==> src/rtl/src_path_pkg.sv <==
package src_path_pkg;
  localparam int unsigned NUM_SRC = 3;
  typedef enum logic [1:0] {
    SRC_I2S   = 2'd0,
    SRC_SPDIF = 2'd1,
    SRC_CODEC = 2'd2
  } src_id_e;

  function automatic logic [NUM_SRC-1:0] src_to_onehot(input src_id_e id);
    logic [NUM_SRC-1:0] v;
    v = '0;
    v[id] = 1'b1;
    return v;
  endfunction
endpackage

==> src/rtl/src_select_dec.sv <==
module src_select_dec
  import src_path_pkg::*;
(
  input  logic               codec_strap,
  input  logic               stream_sel,
  input  logic               bypass_req,
  input  logic               port_master,
  output logic [NUM_SRC-1:0] src_next,
  output logic               byp_next
);
  src_id_e id;

  always_comb begin
    if (codec_strap)     id = SRC_CODEC;
    else if (stream_sel) id = SRC_SPDIF;
    else                 id = SRC_I2S;
  end

  always_comb begin
    src_next = src_to_onehot(id);
    byp_next = (id == SRC_I2S) && port_master && bypass_req;
  end
endmodule

==> src/rtl/rate_window.sv <==
module rate_window #(
  parameter int unsigned RATE_W    = 17,
  parameter int unsigned HYST_HALF = 500,
  parameter int unsigned MIN_RATE  = 32000,
  parameter int unsigned MAX_RATE  = 96000
) (
  input  logic [RATE_W-1:0] rate_hz,
  input  logic [RATE_W-1:0] thresh_hz,
  output logic              in_range,
  output logic              go_direct,
  output logic              go_fir
);
  localparam int unsigned EW = RATE_W + 1;
  localparam logic [EW-1:0] HALF_E = EW'(HYST_HALF);
  localparam logic [RATE_W-1:0] LO = RATE_W'(MIN_RATE);
  localparam logic [RATE_W-1:0] HI = RATE_W'(MAX_RATE);

  logic [EW-1:0] rate_e, thr_e, upper_e, rate_up_e;

  always_comb begin
    rate_e    = {1'b0, rate_hz};
    thr_e     = {1'b0, thresh_hz};
    upper_e   = thr_e + HALF_E;
    rate_up_e = rate_e + HALF_E;
    in_range  = (rate_hz >= LO) && (rate_hz <= HI);
    go_direct = rate_e > upper_e;
    go_fir    = rate_up_e < thr_e;
  end
endmodule

==> src/rtl/src_path_sel.sv <==
module src_path_sel
  import src_path_pkg::*;
#(
  parameter int unsigned RATE_W    = 17,
  parameter int unsigned HYST_HALF = 500,
  parameter int unsigned MIN_RATE  = 32000,
  parameter int unsigned MAX_RATE  = 96000
) (
  input  logic              clk,
  input  logic              rst_n,
  input  logic              codec_strap,
  input  logic              stream_sel,
  input  logic              bypass_req,
  input  logic              port_master,
  input  logic [RATE_W-1:0] rate_hz,
  input  logic [RATE_W-1:0] thresh_hz,
  input  logic              rate_lock,
  output logic [2:0]        src_onehot,
  output logic              fir_x2_en,
  output logic              src_bypass,
  output logic              rate_oor
);
  localparam logic [NUM_SRC-1:0] SRC_RST = src_to_onehot(SRC_I2S);

  logic rst_q1, rst_q2;
  always_ff @(posedge clk or negedge rst_n) begin
    if (!rst_n) begin
      rst_q1 <= 1'b0;
      rst_q2 <= 1'b0;
    end else begin
      rst_q1 <= 1'b1;
      rst_q2 <= rst_q1;
    end
  end
  logic srst_n;
  assign srst_n = rst_q2;

  logic [NUM_SRC-1:0] src_d, src_q;
  logic byp_d, byp_q, fir_d, fir_q, oor_d, oor_q;
  logic in_range, go_direct, go_fir;
  logic [NUM_SRC-1:0] src_dec;
  logic byp_dec;

  src_select_dec u_dec (
    .codec_strap (codec_strap),
    .stream_sel  (stream_sel),
    .bypass_req  (bypass_req),
    .port_master (port_master),
    .src_next    (src_dec),
    .byp_next    (byp_dec)
  );

  rate_window #(
    .RATE_W    (RATE_W),
    .HYST_HALF (HYST_HALF),
    .MIN_RATE  (MIN_RATE),
    .MAX_RATE  (MAX_RATE)
  ) u_win (
    .rate_hz   (rate_hz),
    .thresh_hz (thresh_hz),
    .in_range  (in_range),
    .go_direct (go_direct),
    .go_fir    (go_fir)
  );

  // next state
  always_comb begin
    src_d = src_dec;
    byp_d = byp_dec;
    oor_d = !in_range;
    fir_d = fir_q;
    if (in_range) begin
      if (go_fir)         fir_d = 1'b1;
      else if (go_direct) fir_d = 1'b0;
    end
  end

  // registers with clock enable
  always_ff @(posedge clk or negedge srst_n) begin
    if (!srst_n) begin
      src_q <= SRC_RST;
      byp_q <= 1'b0;
      fir_q <= 1'b0;
      oor_q <= 1'b0;
    end else if (rate_lock) begin
      src_q <= src_d;
      byp_q <= byp_d;
      fir_q <= fir_d;
      oor_q <= oor_d;
    end
  end

  assign src_onehot = src_q;
  assign src_bypass = byp_q;
  assign fir_x2_en  = fir_q;
  assign rate_oor   = oor_q;

  localparam logic [RATE_W:0] HALF_E = (RATE_W+1)'(HYST_HALF);

  p_onehot_r3: assert property (@(posedge clk) disable iff (!srst_n)
    $countones(src_onehot) == 1);

  p_codec_r2: assert property (@(posedge clk) disable iff (!srst_n)
    (rate_lock && codec_strap) |=> src_onehot[2]);

  p_bypass_i2s_r6: assert property (@(posedge clk) disable iff (!srst_n)
    src_bypass |-> src_onehot[0]);

  p_no_bypass_r7: assert property (@(posedge clk) disable iff (!srst_n)
    (rate_lock && !port_master) |=> !src_bypass);

  p_hold_r9: assert property (@(posedge clk) disable iff (!srst_n)
    !rate_lock |=> ($stable(src_onehot) && $stable(fir_x2_en) &&
                    $stable(src_bypass) && $stable(rate_oor)));

  p_oor_hold_r8: assert property (@(posedge clk) disable iff (!srst_n)
    (rate_lock && !in_range) |=> (rate_oor && $stable(fir_x2_en)));

  p_direct_r4: assert property (@(posedge clk) disable iff (!srst_n)
    (rate_lock && in_range && ({1'b0, rate_hz} > {1'b0, thresh_hz} + HALF_E))
      |=> !fir_x2_en);
endmodule

==> config.mk <==
export PLATFORM = sky130hd
export DESIGN_NAME = src_path_sel
export DESIGN_NICKNAME = d
export VERILOG_FILES = /design/src/rtl/src_path_pkg.sv /design/src/rtl/src_select_dec.sv /design/src/rtl/rate_window.sv /design/src/rtl/src_path_sel.sv
export SDC_FILE = /design/constraint.sdc
export NUM_CORES = 1
export LEC_CHECK = 0
export BUFFER_PORTS_ARGS = -buffer_cell sky130_fd_sc_hd__buf_2
export CAP_MARGIN = 40
export CORE_ASPECT_RATIO = 1.25
export CORE_MARGIN = 3
export CORE_UTILIZATION = 35
export CTS_CLUSTER_DIAMETER = 120
export DETAILED_ROUTE_END_ITERATION = 16
export PLACE_DENSITY_LB_ADDON = 0.15
export SYNTH_ARGS = -nofsm -noshare
export SYNTH_HDL_FRONTEND = slang
export SYNTH_SLANG_ARGS = --single-unit
==> constraint.sdc <==
create_clock -name clk -period 0.95 [get_ports clk]
set_input_delay 0.095 -clock clk [delete_from_list [all_inputs] [get_ports clk]]
set_output_delay 0.095 -clock clk [all_outputs]
set_load 0.005 [all_outputs]
# Yosys cells after proc, flatten, opt, wreduce, memory -nomap -nowiden
# Index checks and enable logic that the tools add are counted.
# W data, S select, Z words.
# totals
reg_bits	8
input_bits	41
out_inout_bits	6
wordCells	28
# op_classes
add_sub_neg	2
order_cmp	6
muxes	6
n_reduce_logical	8
# op_table
op	n
$add A17 B9 Y18 const B	2
$gt A17 B18 Y1	1
$lt A18 B17 Y1	1
$ge A17 B15 Y1 const B	1
$le A17 B17 Y1 const B	1
$logic_and A1 B1 Y1	4
$mux W1	4
$lt A2 B3 Y1 const B	1
$reduce_and A3 Y1	1
$demux W1 S2	1
$ge A2 B1 Y1 const B	1
$logic_not A2 Y1	1
$mux W2	1
$reduce_bool A2 Y1	1
$logic_not A1 Y1	1

# Depth between registers and ports, before layout
# logic_depth
ltp_word	6
depth_mapped	11

# Cells and area by module
# A second synthesis with hierarchy kept.
# unflattened
cells_unflattened	201
area_unflattened_um2	1655.3
# modules_own_cells
module	instances	cells_each	area_per_inst_um2
rate_window	1	179	1316.3
src_path_sel	1	18	310.3
src_select_dec	1	4	28.8

# Worst setup path before layout
# Ideal clock, no wire load.
# synth_path
path_type	input port to flip-flop
startpoint	in thresh_hz[7]
endpoint	reg fir_q (netlist: fir_x2_en)
setup_ps	124
t_arrival_ps	2398
t_required_ps	826
path_slack_ps	-1572
stages	10
path_buffers	1
path_cell_list	or4_1 or3_1 clkbuf_1 xnor2_1 ha_1 nand4_1 a211o_1 a31oi_1 o32ai_1 a211o_1
# synth_between
elab_chain_len	4
# synth_rtl
item	line_no	source
start: declaration	src_path_sel.sv:16	input logic [RATE_W-1:0] thresh_hz,
$add A17 B9 Y18	rate_window.sv:23	upper_e = thr_e + HALF_E;
$gt A17 B18 Y1	rate_window.sv:26	go_direct = rate_e > upper_e;
$reduce_bool A2 Y1 (no source line)	n/a	
$reduce_and A3 Y1 (no source line)	n/a	
end signal: assignment	src_path_sel.sv:88	fir_q <= fir_d;
end: declaration	src_path_sel.sv:39	logic byp_d, byp_q, fir_d, fir_q, oor_d, oor_q;
# Several ways; a longest one is shown, not always the timed one.
# A chain may end at the register's enable or synchronous reset.

# Worst setup path in the final report
# Same ends and word-level chain as after synthesis.

==> metrics.md <==
| Metric | Value |
|---|---|
| Port Buffer Count | 46 |
| Yosys reg bits | 8 |
| Clock Skews | 8.809 ps |
| Comb pwr share | 0.552 |
| Num CTS Buffers | 3 |
| GRT overflow | 0 |
| Post-synth EDFFs | 0 |
| Fillers | 469 |
| Final setup vio count | 2 |
| Antenna cells | 0 |
| FP Rows | 27 |
| Largest cells by area after synthesis | ha_1 27%, dfrtp_1 11%, xnor2_1 9.8% |
| DRC violations left | 0 |
| Internal power | 1.211 mW |
| Synth unique cells | 44 |
| Routability Congestion | 0.8783 |
| FFs w/ async S/R, synth | 1.000 |
| Clock share of power | 0.236 |
| Clk sink count | 8 |
| DIE WIDTH | between 60 and 70 µm |
| Initial antenna violation count | 0 |
| Share of layout cells above drive strength 1 | 0.3954 |
| GRT Util Overall | 0.1848 |
| Failing checks | negative setup slack |
| Max incr delay on CP | roughly 530 ps |
| CTS tree | built |
| Number of global-route vias before repair | between 1,500 and 2,000 |
| Sw Share | 0.3394 |
| Final Critical Period | 2408 ps |
| Drt initial violations | 35 |
| Htree depth | 1 |
| Setup CP Type | in2reg |
| Crit-path most repeated cell | a211o_1 |
| Average size of a mapped cell | 8.064 µm² |
| Fin. Hold Viols | 0 |
| Max_cap viols | 0 |
| Worst EP required | 1070 ps |
| Fin Setup TNS | -1992 ps |
| Share of the synthesized area in the top cell type | 0.2715 |
| Crit-path max FO | 5 |
| F_max | 0.4153 GHz |
| Synth Cell Area | about 1600 µm² |
| Antenna Nets Post-Route | 0 |
| Core area | roughly 4400 µm² |
| Static Leakage | 1.317 nW |
| Initial core utilization | 0.3644 |
| Status | complete, but fails checks |
| Slowest stage cell, crit path | or4_4 |
| Post-Syn Instances | 200 |
| Final period utilization | 2.535 |
| Chip height | 81.90 µm |
| DR vias/cell | 4.995 |
| Unrepaired setup endpoints after global routing | true |
| Vias | 1,818 |
| DRT Pass-1 Iters | 4 |
| Pwr Density | 738.6 nW/µm² |
| Final WS setup | -1458 ps |
| Post-synthesis sequential area ratio | 0.1249 |
| Reg clk slew, reported paths | 50 ps |
| Critical Path AT | 2530 ps |
| Critical path cell sequence | buf_6 -> or4_4 -> or3_4 -> xnor2_2 -> ha_1 -> nand4_1 -> a211o_1 -> a31oi_1 -> o32ai_1 -> a211o_1 |
| Syn. warnings | 0 |
| Hold Path Class | reg2async |
| Die ar. | 5464 µm² |
| Nets | 383 |
| Peak VDD IR | 0.8909 mV |
| Final Util | 0.5606 |
| Total net switching power | between 0.6 and 0.7 mW |
| Worst skew pair latency | approximately 230 ps |
| WL/cell | 13.05 µm |
| CP startpoint kind | input pin |
| Top_reg_cell synth | dfrtp_1 |
| CTS root buf | clkbuf_8 |
| Worst hold slack | about 100 ps |
| Sequential share of power | 0.213 |
| Crit path capture type | flip-flop |
| Slew Viols, Final | 0 |
| CTS Buffer Depth | 2 |
| Largest net degree at the start of global routing | 9 |
| Post-Route WL | ~4.7 mm |
| DP HPWL | 4.204 mm |
| Area Growth Syn to Fin | 53.84% |
| Ports | 47 |
| Synthesized net count | roughly 280 |
| First-pass GRT wire length | 7.886 mm |
| Leading area contributor after synthesis | ha_1 |
metrics by stage:
| stage | instance area [µm²] | setup slack [ps] | power [mW] | cells |
|---|---|---|---|---|
| after global placement | 2340 | -1809 | 1.360 | 359 |
| after detailed placement | 2340 | -1767 | 1.365 | 359 |
| final | 2481 | -1458 | 1.833 | 364 |
| after floorplan | 1618 | -1420 | 0.8705 | 200 |
| after CTS | 2460 | -1410 | 1.845 | 364 |
| after global routing | 2481 | -1493 | 2.012 | 364 |
critical path: cells and delay by family:
family          cells  cell delay [ps]
compound gates      4              740
xor+xnor            1              170
fa+ha+maj           1              300
buf+inv             1               90
simple gates        3             1120
layer usage:
layer  vias to the layer above  track usage  part of all wire
met5                         -            0                 0
met4                         0      0.04472             0.015
met3                         8      0.01642             0.032
met2                        41       0.3611              0.54
met1                       833       0.2110              0.42
li1                        936            -                 -
cell families after synthesis:
| group | count (synthesis) | share of synthesized area |
|---|---|---|
| multiplexers | 2 | 0.01396 |
| XOR/XNOR | 25 | 0.1358 |
| AO/OA/AOI/OAI | 40 | 0.1761 |
| adder cells (fa/ha/maj) | 35 | 0.2715 |
| buffers and inverters | 30 | 0.06982 |
| AND/OR/NAND/NOR | 59 | 0.2056 |
| flip-flops | 8 | 0.1249 |
| other | 1 | 0.002325 |
layout make-up:
type | instances | area, µm² | share of cell area
Clock buffer | 4 | 45.04 | 0.01815
Tap cell | 58 | 72.57 | 0.02925
Multi-Input combinational cell | 162 | 1346 | 0.5426
Sequential cell | 8 | 201.4 | 0.08119
Timing Repair Buffer | 104 | 710.7 | 0.2864
Inverter | 28 | 105.1 | 0.04236
synth_stat cells (2+ instances only):
cell,instances
a211o_1,4
a21oi_1,8
a31oi_1,3
and2_1,2
and3_1,4
and4_1,2
clkbuf_1,2
dfrtp_1,7
ha_1,35
inv_1,28
mux2_2,2
nand2_1,10
nand2b_1,2
nand3_1,12
nand4_1,8
nor2_1,7
nor3_1,2
o21a_1,3
o21ai_0,9
o311a_1,2
or3_1,2
xnor2_1,18
xor2_1,7
layout by cell type, fill, tap and decap left out, types with 8 or more instances in the layout:
master   instances
buf_4           54
buf_2           41
ha_1            35
inv_1           28
xnor2_1         17
nand3_1         12
nand2_1         10
o21ai_0          8
nand4_1          8
a21oi_1          8
buf_6            8
what timing repair did:
item / in CTS / in global routing
hold endpoints to repair: 2 / 0
hold buffers: 1 / 0
setup endpoints to repair: 3 / 4
setup buffers: 0 / 0
pin swaps: 2 / 1
gates resized for setup: 11 / 4
power groups by stage:
stage / logic [mW] / clock network, mW / registers (mW)
floorplan: 0.477 / 0 / 0.393
global placement: 0.968 / 0 / 0.392
detailed placement: 0.973 / 0 / 0.392
CTS: 1.01 / 0.448 / 0.388
global route: 1.14 / 0.481 / 0.392
finish: 1.01 / 0.432 / 0.389
state kept, by name, summed over array words and instances (netlist names):
register,count
rate_oor,1
rst_q1,1
src_bypass,1
src_onehot,3
fir_x2_en,1
rst_q2,1
worst paths after layout:
kind	end	depth (start not counted)	from	slack [ps]
setup reg to reg	fir_x2_en	5	fir_x2_en	-270
max in group asynchronous	src_onehot[0]	0	rst_q2	570
setup / recovery	fir_x2_en	10	thresh_hz[7]	-1460
hold reg to reg	src_onehot[1]	0	rst_q2	100
hold / removal	src_onehot[1]	0	rst_q2	100
min in group clk	src_bypass	3	port_master	120
(Power assumes the default switching activity.)
